File: src/rtl/smc_pkg.sv
package smc_pkg;

    typedef enum logic [1:0] {
        OPM_GPIO   = 2'd0,
        OPM_PWR    = 2'd1,
        OPM_ALTPWR = 2'd2
    } opmode_e;

endpackage

File: src/rtl/smc_mode_decode.sv
module smc_mode_decode
    import smc_pkg::*;
(
    input  logic    mode_pin,
    input  logic    pwr_good,
    output opmode_e mode
);

    always_comb begin
        if (!mode_pin) begin
            mode = OPM_GPIO;
        end else if (pwr_good) begin
            mode = OPM_ALTPWR;
        end else begin
            mode = OPM_PWR;
        end
    end

endmodule

File: src/rtl/smc_addr_fold.sv
module smc_addr_fold #(
    parameter int SEL_W    = 3,
    parameter int NUM_ADDR = 6
) (
    input  logic [SEL_W-1:0] sel,
    output logic [SEL_W-1:0] code
);

    localparam logic [SEL_W-1:0] LIMIT = SEL_W'(NUM_ADDR);

    // Codes at or above the legal count fall back to code zero
    always_comb begin
        code = (sel < LIMIT) ? sel : '0;
    end

endmodule

File: src/rtl/smc_io_defaults.sv
module smc_io_defaults
    import smc_pkg::*;
#(
    parameter int NUM_IO   = 20,
    parameter int NUM_PC   = 4,
    parameter int EVT_PIN  = 0,
    parameter int WAKE_PIN = 1,
    parameter int BTN_PIN  = 15
) (
    input  opmode_e           mode,
    output logic [NUM_IO-1:0] avail,
    output logic [NUM_IO-1:0] dir,
    output logic [NUM_IO-1:0] func
);

    localparam int PC_BASE = NUM_IO - NUM_PC;

    logic pwr_only;
    logic any_pwr;

    always_comb begin
        pwr_only = (mode == OPM_PWR);
        any_pwr  = (mode == OPM_PWR) || (mode == OPM_ALTPWR);
    end

    for (genvar i = 0; i < NUM_IO; i++) begin : g_pos
        localparam bit IS_PC  = (i >= PC_BASE);
        localparam bit IS_SIG = (i == EVT_PIN) || (i == WAKE_PIN);
        localparam bit IS_BTN = (i == BTN_PIN);

        if (IS_PC) begin : g_pc
            // Power-control positions leave the general pool in either power mode
            always_comb begin
                avail[i] = !any_pwr;
                dir[i]   = any_pwr;
                func[i]  = any_pwr;
            end
        end else begin : g_gen
            always_comb begin
                avail[i] = 1'b1;
                dir[i]   = IS_SIG && pwr_only;
                func[i]  = (IS_SIG || IS_BTN) && pwr_only;
            end
        end
    end

endmodule

File: src/rtl/smc_oe_gate.sv
module smc_oe_gate #(
    parameter int NUM_IO = 20,
    parameter int NUM_PC = 4
) (
    input  logic              drive_en,
    output logic [NUM_IO-1:0] mask
);

    localparam int PC_BASE = NUM_IO - NUM_PC;

    for (genvar i = 0; i < NUM_IO; i++) begin : g_bit
        if (i >= PC_BASE) begin : g_pc
            assign mask[i] = 1'b1;
        end else begin : g_gen
            assign mask[i] = drive_en;
        end
    end

endmodule

File: src/rtl/strap_mode_ctrl.sv
module strap_mode_ctrl
    import smc_pkg::*;
#(
    parameter int NUM_IO   = 20,
    parameter int NUM_PC   = 4,
    parameter int ID_W     = 8,
    parameter int SEL_W    = 3,
    parameter int NUM_ADDR = 6,
    parameter int EVT_PIN  = 0,
    parameter int WAKE_PIN = 1,
    parameter int BTN_PIN  = 15
) (
    input  logic              clk,
    input  logic              rst_n,
    input  logic              mode_pin,
    input  logic              pwr_good,
    input  logic [ID_W-1:0]   id_pins,
    input  logic [SEL_W-1:0]  addr_sel,
    output logic [1:0]        mode_o,
    output logic [ID_W-1:0]   id_o,
    output logic [SEL_W-1:0]  addr_o,
    output logic [NUM_IO-1:0] io_avail_o,
    output logic [NUM_IO-1:0] dflt_dir_o,
    output logic [NUM_IO-1:0] dflt_func_o,
    output logic [NUM_IO-1:0] oe_mask_o
);

    typedef struct packed {
        opmode_e              mode;
        logic [ID_W-1:0]      id;
        logic [SEL_W-1:0]     addr;
        logic [NUM_IO-1:0]    oe;
    } state_t;

    state_t            st_d;
    state_t            st_q;
    opmode_e           mode_live;
    logic [SEL_W-1:0]  addr_live;
    logic [NUM_IO-1:0] oe_live;

    smc_mode_decode u_mode (
        .mode_pin (mode_pin),
        .pwr_good (pwr_good),
        .mode     (mode_live)
    );

    smc_addr_fold #(
        .SEL_W    (SEL_W),
        .NUM_ADDR (NUM_ADDR)
    ) u_addr (
        .sel  (addr_sel),
        .code (addr_live)
    );

    // Reset counts as power not yet good for the drive mask
    smc_oe_gate #(
        .NUM_IO (NUM_IO),
        .NUM_PC (NUM_PC)
    ) u_oe (
        .drive_en (rst_n & pwr_good),
        .mask     (oe_live)
    );

    always_comb begin
        st_d    = st_q;
        st_d.oe = oe_live;
        if (!rst_n) begin
            // Strap window: reload every edge while reset is held
            st_d.mode = mode_live;
            st_d.id   = id_pins;
            st_d.addr = addr_live;
        end
    end

    always_ff @(posedge clk) begin
        st_q <= st_d;
    end

    smc_io_defaults #(
        .NUM_IO   (NUM_IO),
        .NUM_PC   (NUM_PC),
        .EVT_PIN  (EVT_PIN),
        .WAKE_PIN (WAKE_PIN),
        .BTN_PIN  (BTN_PIN)
    ) u_dflt (
        .mode  (st_q.mode),
        .avail (io_avail_o),
        .dir   (dflt_dir_o),
        .func  (dflt_func_o)
    );

    assign mode_o    = st_q.mode;
    assign id_o      = st_q.id;
    assign addr_o    = st_q.addr;
    assign oe_mask_o = st_q.oe;

endmodule

File: config.mk
export PLATFORM = sky130hd
export DESIGN_NAME = strap_mode_ctrl
export DESIGN_NICKNAME = d
export VERILOG_FILES = /design/src/rtl/smc_pkg.sv /design/src/rtl/smc_mode_decode.sv /design/src/rtl/smc_addr_fold.sv /design/src/rtl/smc_io_defaults.sv /design/src/rtl/smc_oe_gate.sv /design/src/rtl/strap_mode_ctrl.sv
export SDC_FILE = /design/constraint.sdc
export NUM_CORES = 1
export LEC_CHECK = 0
export ABC_AREA = 1
export BUFFER_PORTS_ARGS = -buffer_cell sky130_fd_sc_hd__buf_4
export CAP_MARGIN = 0
export CORE_ASPECT_RATIO = 0.8
export CORE_MARGIN = 2
export CORE_UTILIZATION = 38
export CTS_CLUSTER_DIAMETER = 60
export DETAILED_ROUTE_END_ITERATION = 16
export MAX_ROUTING_LAYER = met4
export PLACE_DENSITY = 0.93
export SYNTH_ARGS = -nofsm -noshare
export SYNTH_HDL_FRONTEND = slang
export SYNTH_SLANG_ARGS = --single-unit
File: constraint.sdc
create_clock -name clk -period 1.9 [get_ports clk]
set_clock_uncertainty 0.2 [all_clocks]
set_input_delay 0.095 -clock clk [delete_from_list [all_inputs] [get_ports clk]]
set_output_delay 0.095 -clock clk [all_outputs]
set_load 0.02 [all_outputs]
Word level (Yosys, flattened, before mapping):

Index checks and enable logic that the tools add are counted.

* $lt $le $gt $ge: 1
* equal/unequal tests: 2
* mux-type cells: 1
* bitwise logic cells: 1
* reduce and logical (&&, ||, !) cells: 2

Operator list (number)
* $lt 3x3->1 const B: 1
* $eq 2x1->1 const B: 1
* $eq 2x2->1 const B: 1
* $mux 2: 1
* $and 1x1->1: 1
* $logic_not 1->1: 1
* $logic_or 1x1->1: 1

* register bits after elaboration: 14
* bits of input ports: 15
* output and inout port bits: 93
* logic and storage cells: 11

Depth between registers and ports, before layout:

Gate-level depths: netlist (run 1).

* depth in word-level cells: 3
* gate-level depth with buffers: 4
* depth with buffers taken out: 3

Modules after synthesis:

A second synthesis (run 1) with hierarchy kept.

* cells, all modules: 131
* area, all modules: 1467.7 µm²

By module, submodules not included
* strap_mode_ctrl: instances 1, cells each 36, area an instance 802.0 µm²
* smc_io_defaults: instances 1, cells each 64, area an instance 470.5 µm²
* smc_oe_gate: instances 1, cells each 21, area an instance 153.9 µm²
* smc_addr_fold: instances 1, cells each 6, area an instance 23.8 µm²
* smc_mode_decode: instances 1, cells each 4, area an instance 17.5 µm²

Least setup slack after synthesis (run 1):

No wires, ideal clock.

* kind: register -> output
* start: reg st_q, in the netlist mode_o[0]
* end: out dflt_dir_o[16]
* arrival: 1.304 ns
* slack: 0.301 ns
* stages on the path, launching flop included: 4
* path buffers: 1
* path through: edfxtp_1 -> ha_1 -> inv_1 -> buf_4

* longest elaborated chain between the ends: 2
* elaborated cells between the ends (all ways): 3
* classes of those cells: eq/ne: 2; reduce/logical: 1

Ends and longest elaborated chain
* start: declaration: line strap_mode_ctrl.sv:36 `state_t st_q;`
* start signal: assignment: line strap_mode_ctrl.sv:76 `st_q <= st_d;`
* $eq 2x1->1 / $eq 2x2->1 (equally long branches): line smc_io_defaults.sv:23 `any_pwr = (mode == OPM_PWR) || (mode == OPM_ALTPWR);`
* $logic_or 1x1->1 (*): line smc_io_defaults.sv:23
* end: declaration: line strap_mode_ctrl.sv:23 `output logic [NUM_IO-1:0] dflt_dir_o,`

Mark *: on every way between the ends. The rest lies on a longest branch, timed or not.

Worst setup path in the final report (run 1):

* start: reg st_q, in the netlist mode_o[0]
* end: out dflt_func_o[17]

* longest elaborated chain between the ends: 2
* elaborated cells between the ends (all ways): 3
* classes of those cells: eq/ne: 2; reduce/logical: 1

Ends and longest elaborated chain
* $eq 2x1->1 / $eq 2x2->1 (equally long branches): line smc_io_defaults.sv:23
* $logic_or 1x1->1 (*): line smc_io_defaults.sv:23
* end: declaration: line strap_mode_ctrl.sv:24 `output logic [NUM_IO-1:0] dflt_func_o,`

Marked as above.

==> results of run 1 <==
## cell usage after synthesis
master    count  share of area, %
inv_1         9               3.1
a21oi_1       1              0.47
nor2_1        3               1.0
buf_4        78                55
ha_1          1               1.2
conb_1        2              0.70
edfxtp_1     13                36
dfxtp_1       1               1.9
nand2_1       2              0.70
## critical path: stages (launching register included)
cell,delay (ns)
edfxtp_1,0.40
ha_1,0.36
inv_1,0.20
buf_4,0.18
## flip-flops by register name, summed over array words and instances (netlist names)
name	cells
id_o	8
mode_o	2
addr_o	3
oe_mask_o	1
## logic make-up after synthesis
logic type               Yosys count  synth area share, %
AO/OA/AOI/OAI                      1                0.466
adder cells (fa/ha/maj)            1                 1.17
buffers and inverters             87                 57.7
flip-flops                        14                 38.2
other                              2                0.700
AND/OR/NAND/NOR                    5                 1.75
## stage by stage
stage / utilization (%) / worst slack (ns) / hold slack, ns / total power, W
after global placement: 42.4 / 0.529 / 0.0734 / 0.000757
final: 49.6 / 0.187 / 0.343 / 0.000945
after global routing: 49.6 / 0.0534 / 0.326 / 0.00100
after CTS: 49.6 / 0.163 / 0.329 / 0.000955
after floorplan: - / 0.301 / -0.0115 / 0.000761
after detailed placement: 42.4 / 0.474 / 0.0751 / 0.000763
## metal layers
layer / vias to the layer above / GRT usage (%)
met5: - / -
met4: 0 / 4.35
met3: 0 / 1.95
met2: 40 / 19.8
met1: 297 / 8.09
li1: 305 / -
## area by class of cell
type	count	share of cell area [%]
clock inverter	1	0.278
timing repair buffer	77	45.9
tap	38	3.52
multi-input combinational	54	15.7
sequential	14	30.4
clock buffer	3	1.67
inverter	9	2.50
## where the power goes
| group | internal [W] | switching [W] |
|---|---|---|
| sequential | 0.000363 | 0.0000107 |
| clock | 0.0000759 | 0.0000875 |
| combinational | 0.000151 | 0.000257 |
| total | 0.000590 | 0.000356 |
## final timing paths
kind              cells past startpoint              end  slack, ns
hold / removal                        2          id_o[0]       0.34
setup / recovery                      3  dflt_func_o[17]       0.19
==> results.sh, run 1 <==
export IMPL_status="completed"
export IMPL_path_max_fanout=8
export IMPL_met3WireLength_um=149
export IMPL_start_kind="flop"
export IMPL_layout_common_cells="buf_4 (60), conb_1 (47), dlygate4sd3_1 (17), edfxtp_1 (13), inv_1 (9)"
export IMPL_min_delay_start="id_pins[0]"
export IMPL_nNetsFinal=175
export IMPL_final_cells=196
export IMPL_ant_nets=0
export IMPL_dp_hpwl_um=1200
export IMPL_routed_top_layer="met3"
export IMPL_wl_met2_um=988
export IMPL_io_pins=108
export IMPL_gp_congestion=0.682
export IMPL_critPathKind="flop to output pin"
export IMPL_die_h_um=51.5
export IMPL_setup_violations=0
export IMPL_num_rows=17
export IMPL_post_cts_resize_count=0
export IMPL_syn_area_per_cell_um2=9.76
export IMPL_clockBufferDepth=2
export IMPL_tritoncts="yes"
export IMPL_rsz0062_at_grt="no"
export IMPL_postCtsSetupBuffers=0
export IMPL_multiInputGateArea_um2=213
export IMPL_clk_pin_slew_ns=0.08
export IMPL_finalSetupTns_ns=0
export IMPL_grt_pass1_vias=540
export IMPL_final_cell_area_um2=1350
export IMPL_seq_area_frac_synth_pct=38.2
export IMPL_endpoint_kind="output pin"
export IMPL_powerDensity_nw_per_um2=700
export IMPL_n_antenna_cell=0
export IMPL_firstDrtPassIters=2
export IMPL_finalCritPeriodShare_pct=90.2
export IMPL_grt_pass1_wl_um=2300
export IMPL_portBuffers=60
export IMPL_required_ns=1.60
export IMPL_area_growth_pct=25.9
export IMPL_drt_iter0_markers=4
export IMPL_die_w_um=63.4
export IMPL_cp_data_arrival_time_ns=1.42
export IMPL_grt_total_usage_pct=9.47
export IMPL_place_area_um2=1150
export IMPL_fin_crit_ns=1.71
export IMPL_ir_worst_vdd_mv=0.398
export IMPL_ys_seq_elements=14
export IMPL_grt_antenna_before_repair=0
export IMPL_grt_max_degree=17
export IMPL_wire_per_inst_um=8.28
export IMPL_final_common_cell="buf_4"
export IMPL_crit_start="mode_o[0]"
export IMPL_cts_hold_buf=17
export IMPL_max_freq_ghz=0.584
export IMPL_dp_cells=175
export IMPL_avgViaCountPerCell=3.28
export IMPL_num_vias=642
export IMPL_start_util_pct=39.4
export IMPL_m1WireLength_um=484
export IMPL_cts_root_buf="clkbuf_4"
export IMPL_num_fill_cells=264
export IMPL_syn_area_um2=1070
export IMPL_p_leak_nw=0.740
export IMPL_dieArea_um2=3270
export IMPL_finalHoldViolations=0
export IMPL_drive_gt1_share_pct=39.9
export IMPL_cts_max_level=1
export IMPL_core_um2=2720
export IMPL_yosysUniqueCellTypes=9
export IMPL_gr_total_overflow=0
export IMPL_regArea_um2=410
export IMPL_hold_path_class="primary input to flop"
export IMPL_cts_buffers=3
export IMPL_yosysWarnings=0
export IMPL_slew_viol_final=0
export IMPL_synth_cells=110
export IMPL_totalWireLength_um=1620
export IMPL_drc=0
export IMPL_maxCapViolCount=0
export IMPL_clock_sinks=14
Note: power is estimated with default switching activity, not from simulation.
==> run 2: changes to the inputs <==
Settings changed: PLACE_DENSITY 0.93 to 0.89.
==> run 2 against run 1 <==
Net effect:
- core utilization stayed put
- clock power grew 5%
- wire length up 4.4%
- sequential cell count unchanged
- setup slack worse by 0.016 ns
- final area unchanged
- final cell count did not move
- combinational power hardly changed
- global-route usage up 0.47 points
==> results.sh, run 2 (same netlist as run 1, synthesis figures left out) <==
export IMPL_finalHoldViolations=0
export IMPL_portBuffers=60
export IMPL_cts_root_buf="clkbuf_4"
export IMPL_holdPathStages=2
export IMPL_max_freq_ghz=0.578
export IMPL_endpoint_kind="output pin"
export IMPL_n_antenna_cell=0
export IMPL_ir_worst_vdd_mv=0.413
export IMPL_status="completed"
export IMPL_die_h_um=51.5
export IMPL_intPower_w=0.000590
export IMPL_power_frac_seq_pct=39.2
export IMPL_grt_total_usage_pct=9.95
export IMPL_required_ns=1.60
export IMPL_core_um2=2720
export IMPL_powerDensity_nw_per_um2=706
export IMPL_dieArea_um2=3270
export IMPL_gp_congestion=0.651
export IMPL_setup_violations=0
export IMPL_cp_slowest_cell="edfxtp_1"
export IMPL_firstDrtPassIters=3
export IMPL_min_delay_start="id_pins[2]"
export IMPL_fin_crit_ns=1.73
export IMPL_num_fill_cells=267
export IMPL_num_rows=17
export IMPL_wire_per_inst_um=8.64
export IMPL_clk_pin_slew_ns=0.09
export IMPL_num_vias=646
export IMPL_area_growth_pct=25.9
export IMPL_final_common_cell="buf_4"
export IMPL_nNetsFinal=175
export IMPL_regArea_um2=410
export IMPL_grt_pass1_vias=514
export IMPL_cts_max_level=1
export IMPL_start_util_pct=39.4
export IMPL_final_cell_area_um2=1350
export IMPL_grt_pass1_wl_um=2330
export IMPL_maxCapViolCount=0
export IMPL_crit_chain="ha_1, inv_1, buf_4"
export IMPL_drive_gt1_share_pct=39.9
export IMPL_multiInputGateArea_um2=213
export IMPL_slew_viol_final=0
export IMPL_clockPowerShare_pct=17.9
export IMPL_cts_buffers=3
export IMPL_finalCritPeriodShare_pct=91.0
export IMPL_start_kind="flop"
export IMPL_die_w_um=63.4
export IMPL_ant_nets=0
export IMPL_tritoncts="yes"
export IMPL_place_area_um2=1150
export IMPL_io_pins=108
export IMPL_switching_share_pct=38.1
export IMPL_gr_total_overflow=0
export IMPL_holdPathEnd="id_o[2]"
export IMPL_clockBufferDepth=2
export IMPL_p_comb_share_pct=42.9
export IMPL_drc=0
export IMPL_totalWireLength_um=1690
export IMPL_finalSetupTns_ns=0
export IMPL_grt_antenna_before_repair=0
export IMPL_drt_iter0_markers=5
export IMPL_hold_path_class="primary input to flop"
export IMPL_power_switching_w=0.000364
export IMPL_grt_max_degree=17
export IMPL_p_leak_nw=0.740
export IMPL_place_ws_ns=0.474
export IMPL_setup_slack_ns=0.171
export IMPL_critPathKind="flop to output pin"
export IMPL_slowest_delay_ns=0.40
export IMPL_dp_hpwl_um=1220
export IMPL_layout_common_cells="buf_4 (60), conb_1 (47), dlygate4sd3_1 (17), edfxtp_1 (13), inv_1 (9)"
export IMPL_clock_sinks=14
export IMPL_largest_reg_flops=8
export IMPL_cp_data_arrival_time_ns=1.43
export IMPL_avgViaCountPerCell=3.30
export IMPL_path_max_fanout=8
export IMPL_postCtsSetupBuffers=0
export IMPL_rsz0062_at_grt="no"
-- run 2: power groups by stage --
stage	Combinational [W]	Sequential, W	Clock, W
6_report	0.000409	0.000374	0.000171
5_1_grt	0.000432	0.000377	0.000201
4_1_cts	0.000409	0.000374	0.000180
3_5_place_dp	0.000381	0.000381	0
3_3_place_gp	0.000377	0.000380	0
2_1_floorplan	0.000350	0.000411	0
-- run 2: how the worst max path moves through the flow --
stage,from,to,slack (ns)
2_1_floorplan,mode_o[0],dflt_dir_o[16],0.30
3_3_place_gp,mode_o[0],dflt_dir_o[18],0.53
3_5_place_dp,mode_o[0],dflt_dir_o[17],0.47
4_1_cts,mode_o[0],dflt_dir_o[17],0.15
5_1_grt,mode_o[0],dflt_dir_o[17],0.04
6_report,mode_o[0],dflt_dir_o[17],0.17
-- run 2: critical path: cells and delay by family (launching register included) --
kind,cells,cell delay [ns]
DFF,1,0.40
adders and majority gates,1,0.37
buffers and inverters,2,0.38
-- run 2: metal layers --
| metal | up-vias | routed length (um) | share of wire, % | global-route usage (%) |
|---|---|---|---|---|
| met5 | - | 0 | 0 | - |
| met4 | 0 | 38 | 2.2 | 7.61 |
| met3 | 4 | 198 | 12 | 3.90 |
| met2 | 47 | 934 | 55 | 16.5 |
| met1 | 290 | 521 | 31 | 9.55 |
| li1 | 305 | - | - | - |
-- run 2: layout make-up --
type	count	share of cell area [%]
clock inverters	1	0.278
multi-input cells	54	15.7
flip-flops and latches	14	30.4
well taps	38	3.52
repair buffers	77	45.9
clock buffers	3	1.67
inverters	9	2.50
-- run 2: repair_timing --
item	in CTS	in global routing
hold buffers	17	0
endpoints found under the setup margin	0	0
endpoints found under the hold margin	14	0
gates resized for setup	0	0
-- run 2: per-stage QoR --
stage	utilization, %	power, W	hold WS, ns	instances
2_1_floorplan	-	0.000761	-0.0115	155
3_3_place_gp	42.4	0.000758	0.0732	175
3_5_place_dp	42.4	0.000763	0.0743	175
4_1_cts	49.6	0.000964	0.314	196
5_1_grt	49.6	0.00101	0.336	196
6_report	49.6	0.000954	0.340	196
